===== config.mk =====
export PLATFORM = sky130hd
export DESIGN_NAME = aux_evt_snap
export DESIGN_NICKNAME = d
export VERILOG_FILES = /design/src/rtl/aux_snap_pkg.sv /design/src/rtl/aux_evt_sync.sv /design/src/rtl/aux_evt_chan.sv /design/src/rtl/aux_evt_snap.sv
export SDC_FILE = /design/constraint.sdc
export NUM_CORES = 1
export LEC_CHECK = 0
export BUFFER_PORTS_ARGS = -buffer_cell sky130_fd_sc_hd__buf_2
export CAP_MARGIN = 25
export CORE_MARGIN = 4
export CORE_UTILIZATION = 45
export DETAILED_ROUTE_END_ITERATION = 8
export PLACE_DENSITY = 0.82
export SLEW_MARGIN = 10
export SYNTH_ARGS = -nofsm -noshare
export SYNTH_HDL_FRONTEND = slang
export SYNTH_SLANG_ARGS = --single-unit

===== constraint.sdc =====
create_clock -name clk_i -period 1.6 [get_ports clk_i]
set_clock_uncertainty 0.1 [all_clocks]
set_input_delay 0.08 -clock clk_i [delete_from_list [all_inputs] [get_ports clk_i]]
set_output_delay 0.08 -clock clk_i [all_outputs]
set_load 0.01 [all_outputs]

===== src/rtl/aux_snap_pkg.sv =====
package aux_snap_pkg;
  localparam int unsigned N_CH      = 2;  // 0: slave side, 1: master side
  localparam int unsigned CH_BIT0   = 2;  // first enable/status bit position
  localparam int unsigned A_CTRL    = 0;
  localparam int unsigned A_EVT     = 1;
  localparam int unsigned SNAP_BASE = 2;
endpackage


===== src/rtl/aux_evt_sync.sv =====
module aux_evt_sync #(
  parameter int unsigned STAGES = 2
) (
  input  logic clk_i,
  input  logic rst_ni,
  input  logic async_i,
  output logic rise_o
);
  logic [STAGES:0] sh_q;

  always_ff @(posedge clk_i or negedge rst_ni) begin
    if (!rst_ni) sh_q <= '0;
    else         sh_q <= {sh_q[STAGES-1:0], async_i};
  end

  // sh_q[STAGES-1] is the last synchronised sample, sh_q[STAGES] the one before
  assign rise_o = sh_q[STAGES-1] & ~sh_q[STAGES];
endmodule


===== src/rtl/aux_evt_chan.sv =====
module aux_evt_chan #(
  parameter int unsigned TIME_W = 64
) (
  input  logic              clk_i,
  input  logic              rst_ni,
  input  logic              rise_i,
  input  logic              en_i,
  input  logic              ack_i,
  input  logic [TIME_W-1:0] time_i,
  output logic              pend_o,
  output logic [TIME_W-1:0] snap_o
);
  logic cap;

  // new capture only into a free slot
  assign cap = rise_i & en_i & ~pend_o;

  always_ff @(posedge clk_i or negedge rst_ni) begin
    if (!rst_ni) begin
      pend_o <= 1'b0;
      snap_o <= '0;
    end else begin
      pend_o <= (pend_o & ~ack_i) | cap;
      if (cap) snap_o <= time_i;
    end
  end
endmodule


===== src/rtl/aux_evt_snap.sv =====
module aux_evt_snap
  import aux_snap_pkg::*;
#(
  parameter int unsigned TIME_W      = 64,
  parameter int unsigned DATA_W      = 32,
  parameter int unsigned ADDR_W      = 3,
  parameter int unsigned SYNC_STAGES = 2
) (
  input  logic              clk_i,
  input  logic              rst_ni,
  input  logic [TIME_W-1:0] systime_i,
  input  logic [N_CH-1:0]   evt_i,
  input  logic              reg_we_i,
  input  logic [ADDR_W-1:0] reg_addr_i,
  input  logic [DATA_W-1:0] reg_wdata_i,
  output logic [DATA_W-1:0] reg_rdata_o,
  output logic              irq_no
);
  localparam int unsigned WORDS = TIME_W / DATA_W;

  logic [N_CH-1:0]             en_q;
  logic [N_CH-1:0]             pend;
  logic [N_CH-1:0]             rise;
  logic [N_CH-1:0]             ack;
  logic [N_CH-1:0][TIME_W-1:0] snap;

  logic wr_ctrl, wr_evt;
  assign wr_ctrl = reg_we_i && (reg_addr_i == ADDR_W'(A_CTRL));
  assign wr_evt  = reg_we_i && (reg_addr_i == ADDR_W'(A_EVT));

  always_ff @(posedge clk_i or negedge rst_ni) begin
    if (!rst_ni)      en_q <= '0;
    else if (wr_ctrl) en_q <= reg_wdata_i[CH_BIT0 +: N_CH];
  end

  assign ack = wr_evt ? reg_wdata_i[CH_BIT0 +: N_CH] : '0;

  for (genvar c = 0; c < N_CH; c++) begin : g_ch
    aux_evt_sync #(.STAGES(SYNC_STAGES)) u_sync (
      .clk_i  (clk_i),
      .rst_ni (rst_ni),
      .async_i(evt_i[c]),
      .rise_o (rise[c])
    );
    aux_evt_chan #(.TIME_W(TIME_W)) u_chan (
      .clk_i  (clk_i),
      .rst_ni (rst_ni),
      .rise_i (rise[c]),
      .en_i   (en_q[c]),
      .ack_i  (ack[c]),
      .time_i (systime_i),
      .pend_o (pend[c]),
      .snap_o (snap[c])
    );
  end

  always_comb begin
    reg_rdata_o = '0;
    if (reg_addr_i == ADDR_W'(A_CTRL)) reg_rdata_o[CH_BIT0 +: N_CH] = en_q;
    if (reg_addr_i == ADDR_W'(A_EVT))  reg_rdata_o[CH_BIT0 +: N_CH] = pend;
    for (int c = 0; c < N_CH; c++) begin
      for (int k = 0; k < WORDS; k++) begin
        if (reg_addr_i == ADDR_W'(SNAP_BASE + c * WORDS + k))
          reg_rdata_o = snap[c][k*DATA_W +: DATA_W];
      end
    end
  end

  assign irq_no = ~|(pend & en_q);
endmodule


==> impl_metrics.toml <==
[final_layout]
layout-drive-gt1-share = 0.491
nFillCells = 872
design_area_um2 = 9200
synthToLayoutAreaGrowth_pct = 46.9
multi_input_area_um2 = 2900
regArea_um2 = 3450
nNetsFinal = 747

[placed_design]
dp_hpwl_um = 9350
dp_slack_ns = 0.0378
place.gp.congestion = 0.788
portBuffers = 106
dpl_cell_area_um2 = 7050

[grt]
grt_use_total = 0.200
grt_antenna_before_repair = 1
grt-ovfl-total = 0
grt_pass1_wl_um = 25300
grt_max_degree = 59
grt_pass1_vias = 5022

[critical_path]
cp_data_required_time_ns = 1.42
critPathCapture = "reg_rdata_o[3]"
reg2reg_from = "g_ch[0].u_chan.pend_o$_DFF_PN0_"
worstPathMaxFanout = 3
worstPathArrival_ns = 1.56
endpoint_kind = "output port"
critPathLaunchType = "flop"
r2r_end = "g_ch[0].u_chan.snap_o[3]$_DFFE_PN0P_"
path_class = "reg -> out"
ff2ff_setup_slack_ns = -0.08
startpoint = "g_ch[1].u_chan.pend_o$_DFF_PN0_"
ff2ff_path_depth = 4

[die]
core_area_um2 = 13500
die_y_um = 126
dieArea_um2 = 15900
initial_utilization = 0.465
die_w_um = 126
rows = 42
pin_count = 137

[sta]
worst_pin_slew_ns = 0.396
rsz0062_at_grt = "true"
tns_ns = -4.27
drv_slew = 0
slew_headroom = 0.735
fmax_mhz = 575
setup_viol = 106
layout_setup_ws_ns = -0.139
hold_viol = 0
min_period_ns = 1.74
period_share = 1.09

[clocking]
clock_sinks = 138
clk_path_buf_depth = 2
cts_buffers = 17
htreeDepth = 4
clock_latency_ns = 0.41
cts_root_buf = "clkbuf_16"
cts_tree = "built"
clk_pin_slew_ns = 0.06

[yosys]
syn_inst = 443
syn_avg_cell_area_um2 = 14.1
yosys.area_share.xor_xnor = 0
synthMuxAreaShare = 0.247
yosysTopAreaCellShare = 0.552
yosys-top-cells-area = "dfrtp_1, mux2_2, a22oi_1"
yosys-top-cells-count = "dfrtp_1, mux2_2, a22oi_1, and3b_1, buf_6"
synth_nets = 547
synth_fa_ha_area_frac = 0
synth-compound-area-share = 0.104
yosys.area_share.simple = 0.0498
synth_largest_area_cell = "dfrtp_1"
synth.distinct_cells = 30
seq_area_frac_synth = 0.552
synth_warnings = 0
synth_area_um2 = 6260
synth-edff-count = 0
synth_seq_cells = 138
synth_most_common_cell = "dfrtp_1"
synthFlopType = "dfrtp_1"
ys_async_sr_fraction = 1.00
synth_top_family_by_area = "multiplexers"

[worst_hold_path]
hold_class = "in -> async"

[detailed_routing]
drc = 0
wl_um = 18200
antenna_left = 0
viasPerCell = 5.66
drt_iter0_drc = 364
num_vias = 4730
wire_per_inst_um = 21.8
drt_pass1_iterations = 4

[run_status]
violations = "setup timing"
status = "finished with violations"

[pwr]
power-per-cell-area_nw_per_um2 = 1640
vdd_ir_drop_max_mv = 0.870
leakage_nw = 4.25
p_total_w = 0.0151

[job]
max_cap_violations = 0
## placed cells by master, fill, tap and decap left out, types with 4 or more instances in the layout
cell type        n
o22ai_1          4
o21ai_1          7
mux2_2          36
clkbuf_16       26
a2bb2oi_1       13
buf_4           10
a21oi_1         14
buf_6            6
buf_2          105
mux2i_1          8
o21ai_0          7
clkbuf_8         4
o31ai_1          4
a221oi_2         5
dfrtp_1        138
buf_12          15
a22oi_1         27
mux2_4          94
and3b_1         18
dlygate4sd3_1   70
a221oi_1         7
bufinv_16        5
## how the worst min path moves through the flow
stage / from / to / cells after the start
6_report: rst_ni / g_ch[1].u_chan.snap_o[26]$_DFFE_PN0P_ / 2
5_1_grt: rst_ni / g_ch[0].u_chan.snap_o[16]$_DFFE_PN0P_ / 2
4_1_cts: rst_ni / g_ch[1].u_chan.snap_o[2]$_DFFE_PN0P_ / 2
3_5_place_dp: rst_ni / g_ch[1].u_chan.snap_o[26]$_DFFE_PN0P_ / 1
3_3_place_gp: rst_ni / g_ch[1].u_chan.snap_o[26]$_DFFE_PN0P_ / 1
2_1_floorplan: rst_ni / en_q[0]$_DFFE_PN0P_ / 0
## worst max-delay path, cell delays in order (launching register included)
cell and delay [ns]:
dfrtp_1 0.39, buf_6 0.13, nor3b_1 0.13, o31ai_1 0.20, o31ai_1 0.13, buf_2 0.16
## metal layers
metal / global-route usage / up-vias / part of all wire
met3: 0.0555 / 44 / 0.043
met5: 0 / - / 0
met2: 0.352 / 165 / 0.52
met1: 0.231 / 2460 / 0.41
met4: 0.0814 / 0 / 0.027
li1: - / 2061 / -
## report_power, final
part | internal (W) | switching [W] | leakage [nW]
combinational | 0.00299 | 0.00148 | 2.27
clock | 0.00294 | 0.00148 | 0.319
sequential | 0.00516 | 0.00103 | 1.66
## area by class of cell
cell class,instances,share of cell area
flip-flops and latches,138,0.375
multi-input cells,267,0.316
repair buffers,218,0.211
clock buffers,22,0.0526
well taps,176,0.0239
clock inverters,10,0.0203
diodes,3,0.000816
inverters,1,0.000408
## state kept, by name (all words and copies together), names as in the netlist
name                flops
g_ch.u_chan.snap_o    128
g_ch.u_sync.sh_q        6
en_q                    2
g_ch.u_chan.pend_o      2
## what timing repair did
item / CTS / global route
endpoints found under the setup margin: 2 / 101
resized for setup: 2 / 113
endpoints found under the hold margin: 272 / 0
hold buffers: 70 / 0
gates cloned: 0 / 12
pin swaps: 0 / 2
setup buffers: 0 / 7
## per-stage QoR
stage                     hold WS, ns  cells  utilization
after floorplan                -0.316    443            -
after global placement        -0.0895    711        0.524
after detailed placement      -0.0810    711        0.524
after CTS                      0.0298    813        0.627
after global routing           0.0596    833        0.683
final                          0.0384    835        0.684
## logic make-up after synthesis
group                  count (synthesis)
AO/OA/AOI/OAI                         91
buffers and inverters                 38
flip-flops                           138
multiplexers                         138
AND/OR/NAND/NOR                       38
Note: power is estimated with default switching activity, not from simulation.
